===== src/rtl/aps_kbyte_pkg.sv =====
package aps_kbyte_pkg;

    localparam int BYTE_W = 8;
    localparam int RDI_W  = 3;
    localparam logic [RDI_W-1:0] RDI_CODE = 3'b110;

    typedef enum logic [1:0] {
        ST_HUNT   = 2'd0,
        ST_INSERT = 2'd1,
        ST_REGEN  = 2'd2
    } aps_st_e;

    typedef struct packed {
        logic              regen;
        logic              k1_from_reg;
        logic              k2_internal;
        logic              rdi_from_reg;
        logic              ais_force;
        logic              rx_rdi;
        logic [BYTE_W-1:0] k1;
        logic [BYTE_W-1:0] k2;
    } aps_shadow_t;

endpackage


===== src/rtl/aps_cfg_shadow.sv =====
module aps_cfg_shadow
    import aps_kbyte_pkg::*;
(
    input  logic        clk,
    input  logic        rst_n,
    input  logic        frame_sync,
    input  aps_shadow_t live,
    output aps_shadow_t held
);

    always_ff @(posedge clk or negedge rst_n) begin
        if (!rst_n) begin
            held <= '0;
        end else if (frame_sync) begin
            held <= live;
        end
    end

endmodule


===== src/rtl/aps_k2_merge.sv =====
module aps_k2_merge
    import aps_kbyte_pkg::*;
#(
    parameter int                W_BYTE = BYTE_W,
    parameter int                W_RDI  = RDI_W,
    parameter logic [W_RDI-1:0]  CODE   = RDI_CODE
) (
    input  logic              rdi_from_reg,
    input  logic              rx_rdi,
    input  logic [W_BYTE-1:0] k2_reg,
    output logic [W_BYTE-1:0] k2_out
);

    logic [W_RDI-1:0] low_bits;

    always_comb begin
        low_bits = rx_rdi ? CODE : k2_reg[W_RDI-1:0];
        if (rdi_from_reg) begin
            k2_out = k2_reg;
        end else begin
            k2_out = {k2_reg[W_BYTE-1:W_RDI], low_bits};
        end
    end

endmodule


===== src/rtl/aps_mode_fsm.sv =====
module aps_mode_fsm
    import aps_kbyte_pkg::*;
(
    input  logic    clk,
    input  logic    rst_n,
    input  logic    frame_sync,
    input  logic    regen_req,
    output aps_st_e st,
    output logic    insert_on
);

    aps_st_e st_nx;

    always_ff @(posedge clk or negedge rst_n) begin
        if (!rst_n) begin
            st <= ST_HUNT;
        end else begin
            st <= st_nx;
        end
    end

    always_comb begin
        st_nx     = st;
        insert_on = 1'b0;
        unique case (st)
            ST_HUNT: begin
                if (frame_sync) st_nx = regen_req ? ST_REGEN : ST_INSERT;
            end
            ST_INSERT: begin
                insert_on = 1'b1;
                if (frame_sync && regen_req) st_nx = ST_REGEN;
            end
            ST_REGEN: begin
                if (frame_sync && !regen_req) st_nx = ST_INSERT;
            end
            default: begin
                st_nx = ST_HUNT;
            end
        endcase
    end

endmodule


===== src/rtl/aps_kbyte_sel.sv =====
module aps_kbyte_sel
    import aps_kbyte_pkg::*;
(
    input  logic              clk,
    input  logic              rst_n,
    input  logic              frame_sync,
    input  logic              slot_k1,
    input  logic              slot_k2,
    input  logic              slot_au,
    input  logic              regen_en,
    input  logic [BYTE_W-1:0] din,
    input  logic [BYTE_W-1:0] ser_oh,
    input  logic              rx_rdi,
    input  logic              k1_from_reg,
    input  logic              k2_internal,
    input  logic              rdi_from_reg,
    input  logic              ais_force,
    input  logic [BYTE_W-1:0] reg_k1,
    input  logic [BYTE_W-1:0] reg_k2,
    output logic [BYTE_W-1:0] dout
);

    aps_shadow_t       live;
    aps_shadow_t       held;
    aps_st_e           st_q;
    logic              insert_on;
    logic [BYTE_W-1:0] k2_hw;
    logic [BYTE_W-1:0] byte_sel;

    always_comb begin
        live.regen        = regen_en;
        live.k1_from_reg  = k1_from_reg;
        live.k2_internal  = k2_internal;
        live.rdi_from_reg = rdi_from_reg;
        live.ais_force    = ais_force;
        live.rx_rdi       = rx_rdi;
        live.k1           = reg_k1;
        live.k2           = reg_k2;
    end

    aps_cfg_shadow u_shadow (
        .clk        (clk),
        .rst_n      (rst_n),
        .frame_sync (frame_sync),
        .live       (live),
        .held       (held)
    );

    aps_mode_fsm u_fsm (
        .clk        (clk),
        .rst_n      (rst_n),
        .frame_sync (frame_sync),
        .regen_req  (regen_en),
        .st         (st_q),
        .insert_on  (insert_on)
    );

    aps_k2_merge u_merge (
        .rdi_from_reg (held.rdi_from_reg),
        .rx_rdi       (held.rx_rdi),
        .k2_reg       (held.k2),
        .k2_out       (k2_hw)
    );

    always_comb begin
        byte_sel = din;
        if (insert_on) begin
            if (slot_k1) begin
                byte_sel = held.k1_from_reg ? held.k1 : ser_oh;
            end else if (slot_k2) begin
                byte_sel = held.k2_internal ? k2_hw : ser_oh;
            end else if (slot_au && held.ais_force) begin
                byte_sel = '1;
            end
        end
    end

    always_ff @(posedge clk or negedge rst_n) begin
        if (!rst_n) begin
            dout <= '0;
        end else begin
            dout <= byte_sel;
        end
    end

endmodule


===== config.mk =====
export PLATFORM = sky130hd
export DESIGN_NAME = aps_kbyte_sel
export DESIGN_NICKNAME = d
export VERILOG_FILES = /design/src/rtl/aps_kbyte_pkg.sv /design/src/rtl/aps_cfg_shadow.sv /design/src/rtl/aps_k2_merge.sv /design/src/rtl/aps_mode_fsm.sv /design/src/rtl/aps_kbyte_sel.sv
export SDC_FILE = /design/constraint.sdc
export NUM_CORES = 1
export LEC_CHECK = 0
export CORE_ASPECT_RATIO = 0.9
export CORE_UTILIZATION = 45
export DETAILED_ROUTE_END_ITERATION = 8
export PLACE_DENSITY = 0.79
export SYNTH_ARGS = -nofsm -noshare
export SYNTH_HDL_FRONTEND = slang
export SYNTH_HIERARCHICAL = 1
export SYNTH_SLANG_ARGS = --single-unit

===== constraint.sdc =====
create_clock -name clk -period 3.3 [get_ports clk]
set_clock_uncertainty 0.05 [all_clocks]
set_input_delay 0.66 -clock clk [delete_from_list [all_inputs] [get_ports clk]]
set_output_delay 0.66 -clock clk [all_outputs]
set_load 0.02 [all_outputs]

==> impl_results.rst <==
.. list-table::
   :header-rows: 1

   * - Metric
     - Value
   * - Final instance count without filler cells
     - 199
   * - Max-cap violations
     - 0
   * - Sequential power share
     - 42.1%
   * - Master of the slowest instance on the critical path
     - clkdlybuf4s50_1
   * - Arrival time of data at the critical path endpoint
     - 1.23 ns
   * - Kind of cell adding the most delay to the critical path
     - buffers and inverters
   * - Clock network latency to the later pin of the worst-skew pair
     - 0.29 ns
   * - Number of hold-slack violations in the final timing report
     - 0
   * - Post-layout nets
     - 200
   * - Number of I/O port buffers
     - 51
   * - Chip height
     - 57.5 um
   * - Synthesized area
     - 1540 um^2
   * - Number of primary I/O pins
     - 52
   * - Transition time at the pin with the least slew margin
     - 0.512 ns
   * - 1st-iter DRT viols
     - 22
   * - Net switching share of the total power
     - 25.3%
   * - Series of cell instances along the critical path
     - clkdlybuf4s50_1
   * - Number of global-route vias before repair
     - 1107
   * - Number of nets with antenna violations after routing
     - 0
   * - Routed length on met1
     - 1.31 mm
   * - Mapped Avg Cell Area
     - 14.2 um^2
   * - Half-perimeter wire length after placement
     - 2.43 mm
   * - Count of unresolved DRC violations after routing
     - 0
   * - Number of antenna violations at the first check in global routing
     - 0
   * - Met3 Routed Length
     - 108 um
   * - Capturing element type of the critical path
     - output port
   * - Clock share of power
     - 35.1%
   * - Critical path fanouts, max
     - 1
   * - Final Critical Period
     - 1.94 ns
   * - Worst-case headroom to the max-slew limit
     - 65.9%
   * - Worst endpoint required time
     - 2.59 ns
   * - Vias/cell
     - 5.15
   * - Fraction of power consumed by combinational cells
     - 22.7%
   * - Setup TNS Final
     - 0 ns
   * - Highest clock rate
     - 516 MHz
   * - Detailed route wirelength on metal2
     - 1.76 mm
   * - Placer Congestion
     - 0.769
   * - Clk root buf
     - clkbuf_8
   * - First-pass detailed-route iteration total
     - 4
   * - Core ar.
     - 3160 um^2
   * - Highest signal layer in the routed design
     - met4
   * - CTS H-tree lvls
     - 2
   * - Fraction of final layout cells sized beyond drive strength 1
     - 26.1%
   * - Die area
     - 3660 um^2
   * - Number of buffers inserted by post-CTS setup repair
     - 0
   * - Cts repair resizes
     - 0
   * - Worst path buffer plus inverter count
     - 1
   * - Pwr Density
     - 515 nW/um^2
   * - Row Count
     - 19
   * - Cell-internal power
     - 817 uW
   * - Starting density of the core
     - 48.6%
   * - Area growth syn-to-layout
     - 38.2%
   * - Wire length per cell after detailed routing
     - 16.4 um
   * - Critical path type
     - reg2out
   * - ANT cells
     - 0
   * - CTS tree
     - done
   * - Clock-pin transition on the worst setup and hold timing paths
     - 0.06 ns
   * - Horiz. Die Dim
     - 63.6 um
   * - Number of instances in the synthesized netlist
     - 108
   * - Maximum single-stage delay on the critical path
     - 0.60 ns
   * - Critical path launch point type
     - flop
   * - Switching power total
     - 277 uW
   * - HP Class
     - reg2reg
   * - Run status
     - finished, final reports clean
   * - First-pass GRT wire length
     - 5.24 mm
   * - Final period utilization
     - 58.8%
   * - Leakage power figure
     - 0.907 nW
   * - Highest ir drop seen on vdd
     - 0.000304 V
   * - Net Count, Synth
     - 152
   * - RSZ-0062 raised after global routing
     - false
   * - Global route total overflow
     - 0
   * - GRT Overall Usage
     - 20.3%
   * - Final-report setup violation count
     - 0
   * - Yosys synthesis warning count
     - 6
   * - Buffer levels on the longest clock path
     - 2
   * - Total clock buffers created by CTS
     - 5
   * - Count of placed standard cells including taps
     - 191
   * - Largest net degree at the start of global routing
     - 32
   * - Total wire length
     - 3.26 mm
   * - Fill count
     - 256
   * - Quantity of hold-fixing buffers added after cts
     - 0
   * - Via total after detailed routing
     - 1025
   * - Clock tree sinks
     - 31
   * - Max Slew Vio Count
     - 0
==> per-layer routing <==
layer  up-vias  global-route usage [%]
li1        494                       -
met2        24                    35.6
met4         0                    12.7
met3         8                    4.40
met5         -                       0
met1       499                    22.6
==> power groups by stage <==
stage | Sequential [mW] | Clock [mW] | Combinational [mW]
after CTS | 0.462 | 0.394 | 0.251
after floorplan | 0.477 | 0 | 0.141
final | 0.461 | 0.384 | 0.249
after global routing | 0.467 | 0.411 | 0.267
after detailed placement | 0.470 | 0 | 0.250
after global placement | 0.467 | 0 | 0.244
==> final timing paths <==
check | start | end | slack [ns] | cells after the start
setup / recovery | dout[7]$_DFF_PN0_ | dout[7] | 1.36 | 1
hold / removal | u_shadow/held[1]$_DFFE_PN0P_ | u_shadow/held[1]$_DFFE_PN0P_ | 0.45 | 1
setup reg to reg | u_fsm/st[1]$_DFFE_PN0P_ | dout[2]$_DFF_PN0_ | 1.64 | 3
hold reg to reg | u_shadow/held[1]$_DFFE_PN0P_ | u_shadow/held[1]$_DFFE_PN0P_ | 0.45 | 1
max in group asynchronous | rst_n | u_shadow/held[0]$_DFFE_PN0P_ | 2.21 | 2
min in group asynchronous | rst_n | u_shadow/held[16]$_DFFE_PN0P_ | 0.71 | 2
==> cell usage in the layout, fill, tap and decap left out <==
cell type	count
a22oi_1	1
and3b_1	1
clkinv_2	1
clkdlybuf4s50_1	51
clkbuf_8	6
nand2b_1	2
and2_4	1
mux2_2	21
a211o_1	1
bufinv_16	1
a221oi_2	8
o21a_1	1
and2b_1	1
buf_4	2
mux2i_1	17
and2_1	1
a21oi_1	9
dfrtp_1	31
nand2b_4	1
==> state kept, by name, summed over array words and instances, names as in the netlist <==
signal	flops
u_fsm/st	2
dout	8
u_shadow/held	21
==> area by class of cell <==
cell class / instances / area (um^2) / share of cell area, %
Multi-Input combinational cell: 65 / 653 / 30.7
Timing Repair Buffer: 53 / 526 / 24.7
Clock inverter: 2 / 35.0 / 1.65
Tap cell: 42 / 52.6 / 2.47
Sequential cell: 31 / 776 / 36.5
Clock buffer: 6 / 82.6 / 3.89
==> through the flow <==
stage | hold slack (ns) | util (%) | instance area (um^2) | power, mW | setup WS [ns]
2_1_floorplan | 0.314 | - | 1540 | 0.617 | 1.88
4_1_cts | 0.453 | 67.2 | 2120 | 1.11 | 1.34
3_3_place_gp | 0.422 | 63.5 | 2010 | 0.711 | 1.34
3_5_place_dp | 0.439 | 63.5 | 2010 | 0.720 | 1.31
6_report | 0.451 | 67.2 | 2120 | 1.09 | 1.36
5_1_grt | 0.470 | 67.2 | 2120 | 1.15 | 1.33
(Power assumes the default switching activity.)
